File: src/rtl/carrier_mod_pkg.sv
package carrier_mod_pkg;
  localparam int TIME_W_DEF = 16;
  localparam int RESET_TIME_DEF = 64;

  typedef struct packed {
    logic apply;
    logic restart;
  } modStrobe_t;
endpackage

File: src/rtl/carrier_mod_ctrl.sv
module carrier_mod_ctrl
  import carrier_mod_pkg::*;
#(
  parameter int TIME_W = TIME_W_DEF,
  parameter int RESET_TIME = RESET_TIME_DEF
) (
  input  logic              clk,
  input  logic              rst_n,
  input  logic              cfgWrite,
  input  logic              cfgEnable,
  input  logic              cfgOnHigh,
  input  logic              cfgActiveOnly,
  input  logic [TIME_W-1:0] cfgHighTime,
  input  logic [TIME_W-1:0] cfgLowTime,
  input  logic              baseLevel,
  input  logic              dataActive,
  output modStrobe_t        strb,
  output logic [TIME_W-1:0] highLen,
  output logic [TIME_W-1:0] lowLen
);
  localparam logic [TIME_W-1:0] RstTime = TIME_W'(RESET_TIME);
  localparam logic [TIME_W-1:0] OneCycle = TIME_W'(1);

  logic              enReg, polReg, actReg, applyPrev, applyNow;
  logic [TIME_W-1:0] hiReg, loReg;

  // held settings, loaded on write strobe
  always_ff @(posedge clk or negedge rst_n) begin
    if (!rst_n) begin
      enReg  <= 1'b1;
      polReg <= 1'b1;
      actReg <= 1'b1;
      hiReg  <= RstTime;
      loReg  <= RstTime;
    end else if (cfgWrite) begin
      enReg  <= cfgEnable;
      polReg <= cfgOnHigh;
      actReg <= cfgActiveOnly;
      hiReg  <= cfgHighTime;
      loReg  <= cfgLowTime;
    end
  end

  // zero programmed time is stretched to one cycle
  always_comb begin
    highLen = (hiReg == '0) ? OneCycle : hiReg;
    lowLen  = (loReg == '0) ? OneCycle : loReg;
  end

  // modulation window
  always_comb begin
    applyNow = enReg && (baseLevel == polReg) && (!actReg || dataActive);
    strb.apply   = applyNow;
    strb.restart = applyNow && !applyPrev;
  end

  always_ff @(posedge clk or negedge rst_n) begin
    if (!rst_n) applyPrev <= 1'b0;
    else        applyPrev <= applyNow;
  end

  assert_disabled_no_apply_R3: assert property (@(posedge clk) disable iff (!rst_n)
    !enReg |-> !strb.apply);
  assert_polarity_match_R4: assert property (@(posedge clk) disable iff (!rst_n)
    strb.apply |-> (baseLevel == polReg));
  assert_active_gate_R5: assert property (@(posedge clk) disable iff (!rst_n)
    (actReg && !dataActive) |-> !strb.apply);
endmodule

File: src/rtl/carrier_mod_dp.sv
module carrier_mod_dp
  import carrier_mod_pkg::*;
#(
  parameter int TIME_W = TIME_W_DEF
) (
  input  logic              clk,
  input  logic              rst_n,
  input  modStrobe_t        strb,
  input  logic [TIME_W-1:0] highLen,
  input  logic [TIME_W-1:0] lowLen,
  input  logic              baseLevel,
  output logic              modOut
);
  localparam logic [TIME_W-1:0] OneCycle = TIME_W'(1);

  logic              phaseHigh;
  logic [TIME_W-1:0] cnt;
  logic [TIME_W-1:0] curLen;

  assign curLen = phaseHigh ? highLen : lowLen;

  // carrier phase counter and registered output mux
  always_ff @(posedge clk or negedge rst_n) begin
    if (!rst_n) begin
      phaseHigh <= 1'b1;
      cnt       <= '0;
      modOut    <= 1'b0;
    end else if (strb.restart) begin
      phaseHigh <= 1'b1;
      cnt       <= OneCycle;
      modOut    <= 1'b1;
    end else if (strb.apply) begin
      if (cnt >= curLen) begin
        phaseHigh <= !phaseHigh;
        cnt       <= OneCycle;
        modOut    <= !phaseHigh;
      end else begin
        cnt    <= cnt + OneCycle;
        modOut <= phaseHigh;
      end
    end else begin
      cnt    <= '0;
      modOut <= baseLevel;
    end
  end

  assert_restart_high_R7: assert property (@(posedge clk) disable iff (!rst_n)
    strb.restart |=> modOut);
  assert_passthru_R4: assert property (@(posedge clk) disable iff (!rst_n)
    !strb.apply |=> (modOut == $past(baseLevel)));
  assert_count_running_R6: assert property (@(posedge clk) disable iff (!rst_n)
    (strb.apply && !strb.restart) |-> (cnt != '0));
endmodule

File: src/rtl/carrier_mod.sv
module carrier_mod
  import carrier_mod_pkg::*;
#(
  parameter int TIME_W = TIME_W_DEF,
  parameter int RESET_TIME = RESET_TIME_DEF
) (
  input  logic              clk,
  input  logic              rst_n,
  input  logic              cfgWrite,
  input  logic              cfgEnable,
  input  logic              cfgOnHigh,
  input  logic              cfgActiveOnly,
  input  logic [TIME_W-1:0] cfgHighTime,
  input  logic [TIME_W-1:0] cfgLowTime,
  input  logic              baseLevel,
  input  logic              dataActive,
  output logic              modOut
);
  modStrobe_t        strb;
  logic [TIME_W-1:0] highLen, lowLen;

  carrier_mod_ctrl #(.TIME_W(TIME_W), .RESET_TIME(RESET_TIME)) ctrl_i (
    .clk(clk), .rst_n(rst_n), .cfgWrite(cfgWrite), .cfgEnable(cfgEnable),
    .cfgOnHigh(cfgOnHigh), .cfgActiveOnly(cfgActiveOnly),
    .cfgHighTime(cfgHighTime), .cfgLowTime(cfgLowTime),
    .baseLevel(baseLevel), .dataActive(dataActive),
    .strb(strb), .highLen(highLen), .lowLen(lowLen)
  );

  carrier_mod_dp #(.TIME_W(TIME_W)) dp_i (
    .clk(clk), .rst_n(rst_n), .strb(strb), .highLen(highLen),
    .lowLen(lowLen), .baseLevel(baseLevel), .modOut(modOut)
  );
endmodule

File: config.mk
export PLATFORM = sky130hd
export DESIGN_NAME = carrier_mod
export DESIGN_NICKNAME = d
export VERILOG_FILES = /design/src/rtl/carrier_mod_pkg.sv /design/src/rtl/carrier_mod_ctrl.sv /design/src/rtl/carrier_mod_dp.sv /design/src/rtl/carrier_mod.sv
export SDC_FILE = /design/constraint.sdc
export NUM_CORES = 1
export LEC_CHECK = 0
export ABC_AREA = 1
export BUFFER_PORTS_ARGS = -buffer_cell sky130_fd_sc_hd__buf_4
export CORE_ASPECT_RATIO = 0.5
export CORE_MARGIN = 8
export CORE_UTILIZATION = 40
export CTS_CLUSTER_DIAMETER = 30
export DETAILED_ROUTE_END_ITERATION = 8
export PLACE_DENSITY = 0.66
export REMOVE_ABC_BUFFERS = 1
export SYNTH_ARGS = -nofsm -noshare
export SYNTH_HDL_FRONTEND = slang
export SYNTH_SLANG_ARGS = --single-unit
export TNS_END_PERCENT = 10
File: constraint.sdc
create_clock -name clk -period 2.54 [get_ports clk]
set_clock_uncertainty 0.1 [all_clocks]
set_input_delay 0.254 -clock clk [delete_from_list [all_inputs] [get_ports clk]]
set_output_delay 0.254 -clock clk [all_outputs]
set_load 0.05 [all_outputs]
==> results.md <==
* Worst Setup End Kind: flip-flop
* HP Class: input port to flip-flop
* Largest net degree at the start of global routing at 55
* Starting Density at 40.6%
* Grt ovf at 0
* Ys Warns at 0
* DR vias at 2347
* Top_reg_cell synth: dfrtp_1
* Reg2reg end: dp_i.cnt[0]$_DFF_PN0_
* CTS buffer count at 5
* Period minus WS final at 2.40 ns
* Worst setup path endpoint: dp_i.cnt[0]$_DFF_PN0_
* Top cell type's share of synthesized area at 41.1%
* Dominant cells by area after synthesis: dfrtp_1, nand2_1, ha_1
* CTS tree: built
* Synth cell count leaders: nand2_1, dfrtp_1, inv_1
* R2R setup slack at between 0.1 and 0.15 ns
* Arr. time, crit path at between 2 and 2.5 ns
* Peak VDD IR at 0.293 mV
* Die W at 137 um
* Die height at between 70 and 80 um
* Synth Area per Inst at 8.89 um^2
* Final worst slack at ~0.14 ns
* Status: finished, final reports clean
* DIE AREA at 0.0105 mm^2
* Drt wl/cell at 14.7 um
* Routability Congestion at roughly 0.86
* Power density over the cells at 604 mW/mm^2
* Buf/Inv on CP at 2
* Ratio of cells with drive above 1 in the final layout at 26.5%
* H-tree depth at 2
* Worst path slowest cell: nor4_1
* Main combinational cell family by area after synthesis: simple AND/OR/NAND/NOR gates
* Final hold violation count at 0
* Critical path origin: ctrl_i.loReg[9]$_DFFE_PN0P_
* Vias per cell at 4.99
* CP max FO at 5
* Clk root buf: clkbuf_16
* DRT Pass-1 Iters at 4
* Leak Pwr at 1.66 nW
* Sequential area share after synthesis at approximately 46%
* Synth Area in Compound Gates at 9.41%
* CORE AREA at around 0.0072 mm^2
* Setup TNS at 0 ns
* Category of the most critical setup path: flip-flop to flip-flop
* Post-synth ARST share at 100%
* Number of I/O pins at approximately 40
* Post-synth EDFFs at 0
* Max-slew headroom at between 50% and 60%
* Total GRT Usage at 13.4%
* First-pass GRT wire length at 11300 um
* RSZ-0062 raised after global routing: yes
* Antenna-violating nets left at 0
* Dpl cell area at 0.00332 mm^2
* Post-synth cell types at 30
* Latest clock arrival within the worst-skew pair at 0.29 ns
* Worst reg2reg path depth at 16
* Bufs on Longest Clock Path at 2
* Initial antenna violation count at 0
* RR Startpoint: ctrl_i.loReg[9]$_DFFE_PN0P_
* Dpl ws at -0.0316 ns
* Design area at roughly 0.0035 mm^2
* Pins Over Slew Limit at 0
* Area Growth Syn to Fin at 21.0%
* Crit path launch type: flip-flop
* N_diodes at 0
* I/O Buffers at 40
* Flops & latches, synth at 54
* Most frequent cell after synthesis: nand2_1
* Top Family by Delay on Critical Path: simple AND/OR/NAND/NOR gates
* Fillcell total at 664
* Peak Freq at ~0.42 GHz
* DRT iter0 DRCs at 167
* Final nets at 430
* Max_cap viols at 0
* Mux share of post-synthesis cell area at 6.16%
* Worst EP required at 2.62 ns
* Dpl hpwl at between 5000 and 6000 um
* Most Frequent Cell on Critical Path: nand2_1
* Worst hold slack at 0.0638 ns
* Synth Area in Adders at 7.27%
* Post-route clock period utilization at 94.5%
* Simple-gate share of the synthesized area at a little over a fifth
* Vias in the first global route at 2399
* Final Setup Violations at 0
* Mapped cell area at 0.00293 mm^2
* Row count at 22
* CTS clk-pin slew, worst paths at approximately 0.070 ns
* CTS sink count at 54
* Yosys top cell by area: dfrtp_1
* Cell Chain, Critical Path: nor4_1 > nand4_1 > nand3_1 > nand2_1 > inv_1 > ha_1 > nand2_1 > nor2_1 > nor2_1 > nand2_1 > nand2_1 > nand2_2 > nand2_4 > nand2_1 > o21ai_0 > inv_1
* Critical path depth at 16
* CP peak stage delay at 0.40 ns
* XOR/XNOR Fraction of Synth Area at 2.10%
* Synthesized instance count at 329
* Post-route DRC violation count at 0
* Routed wire length at 6890 um
* Worst-margin pin slew at 0.669 ns
==> metal layers <==
layer / share of wire [%] / GRT usage (%) / up-vias
met5: 0 / 0 / -
met4: 1.7 / 4.74 / 0
met3: 4.0 / 3.03 / 11
met2: 48 / 22.0 / 51
met1: 46 / 16.8 / 1111
li1: - / - / 1174
==> through the flow <==
stage / cells / power, W / utilization, %
floorplan: 319 / 0.00128 / -
global placement: 458 / 0.00143 / 46.0
detailed placement: 458 / 0.00147 / 46.0
CTS: 467 / 0.00214 / 48.3
global route: 470 / 0.00227 / 49.1
finish: 470 / 0.00214 / 49.1
==> worst register-to-register path: cells and delay by family, from the launching register on <==
family / cells / cell delay [ns]
and+or+nand+nor: 12 / 1.31
DFF: 1 / 0.39
adders and majority gates: 1 / 0.22
AOI/OAI and AO/OA: 1 / 0.16
buffers and inverters: 2 / 0.11
==> registers in the layout, indices dropped and copies added (netlist names) <==
register	flops
ctrl_i.actReg	1
ctrl_i.applyPrev	1
ctrl_i.enReg	1
ctrl_i.hiReg	16
ctrl_i.loReg	16
ctrl_i.polReg	1
dp_i.cnt	16
dp_i.modOut	1
dp_i.phaseHigh	1
==> layout make-up <==
type / count / area (um^2) / area share [%]
timing repair buffer: 46 / 352 / 9.93
tap: 96 / 120 / 3.39
clock inverter: 2 / 10.0 / 0.283
inverter: 41 / 154 / 4.35
clock buffer: 6 / 129 / 3.64
multi-input combinational: 225 / 1410 / 39.9
sequential: 54 / 1360 / 38.5
==> placed cells by master, fill, tap and decap left out, types with 5 or more instances in the layout <==
| cell | Yosys | final |
|---|---|---|
| ha_1 | 17 | 17 |
| nor2_1 | 19 | 19 |
| buf_4 | 0 | 44 |
| a21oi_1 | 8 | 8 |
| nor4_1 | 9 | 8 |
| nand4_1 | 7 | 7 |
| xor2_1 | 5 | 5 |
| mux2_2 | 16 | 16 |
| inv_1 | 41 | 41 |
| dfstp_2 | 6 | 5 |
| clkbuf_16 | 0 | 5 |
| nand2_1 | 69 | 67 |
| dfrtp_1 | 48 | 48 |
| nand3_2 | 5 | 6 |
| o21ai_0 | 39 | 39 |
==> power by group <==
part           internal, W  switching [W]
logic             0.000198       0.000259
registers         0.000940      0.0000742
clock network     0.000363       0.000303
==> logic make-up after synthesis <==
| logic type | Yosys count |
|---|---|
| adder cells (fa/ha/maj) | 17 |
| buffers and inverters | 51 |
| XOR/XNOR | 7 |
| AO/OA/AOI/OAI | 52 |
| AND/OR/NAND/NOR | 132 |
| multiplexers | 16 |
| flip-flops | 54 |
==> worst min path at each step <==
stage | startpoint | slack (ns) | to | cells after the start
3_3_place_gp | rst_n | 0.22 | dp_i.modOut$_DFF_PN0_ | 1
4_1_cts | cfgHighTime[2] | 0.06 | ctrl_i.hiReg[2]$_DFFE_PN0P_ | 3
6_report | cfgHighTime[11] | 0.06 | ctrl_i.hiReg[11]$_DFFE_PN0P_ | 3
2_1_floorplan | rst_n | -0.14 | ctrl_i.applyPrev$_DFF_PN0_ | 0
5_1_grt | cfgHighTime[11] | 0.07 | ctrl_i.hiReg[11]$_DFFE_PN0P_ | 3
3_5_place_dp | rst_n | 0.24 | dp_i.modOut$_DFF_PN0_ | 1
==> repair_timing <==
item                                    4_1_cts  5_1_grt
resized for setup                             2        8
endpoints found under the hold margin        48        0
pin swaps                                     0        3
endpoints found under the setup margin        2       18
hold buffers                                  1        0
gates cloned                                  0        1
buffers inserted                              0        2
Power figures use the tool's default switching activity.
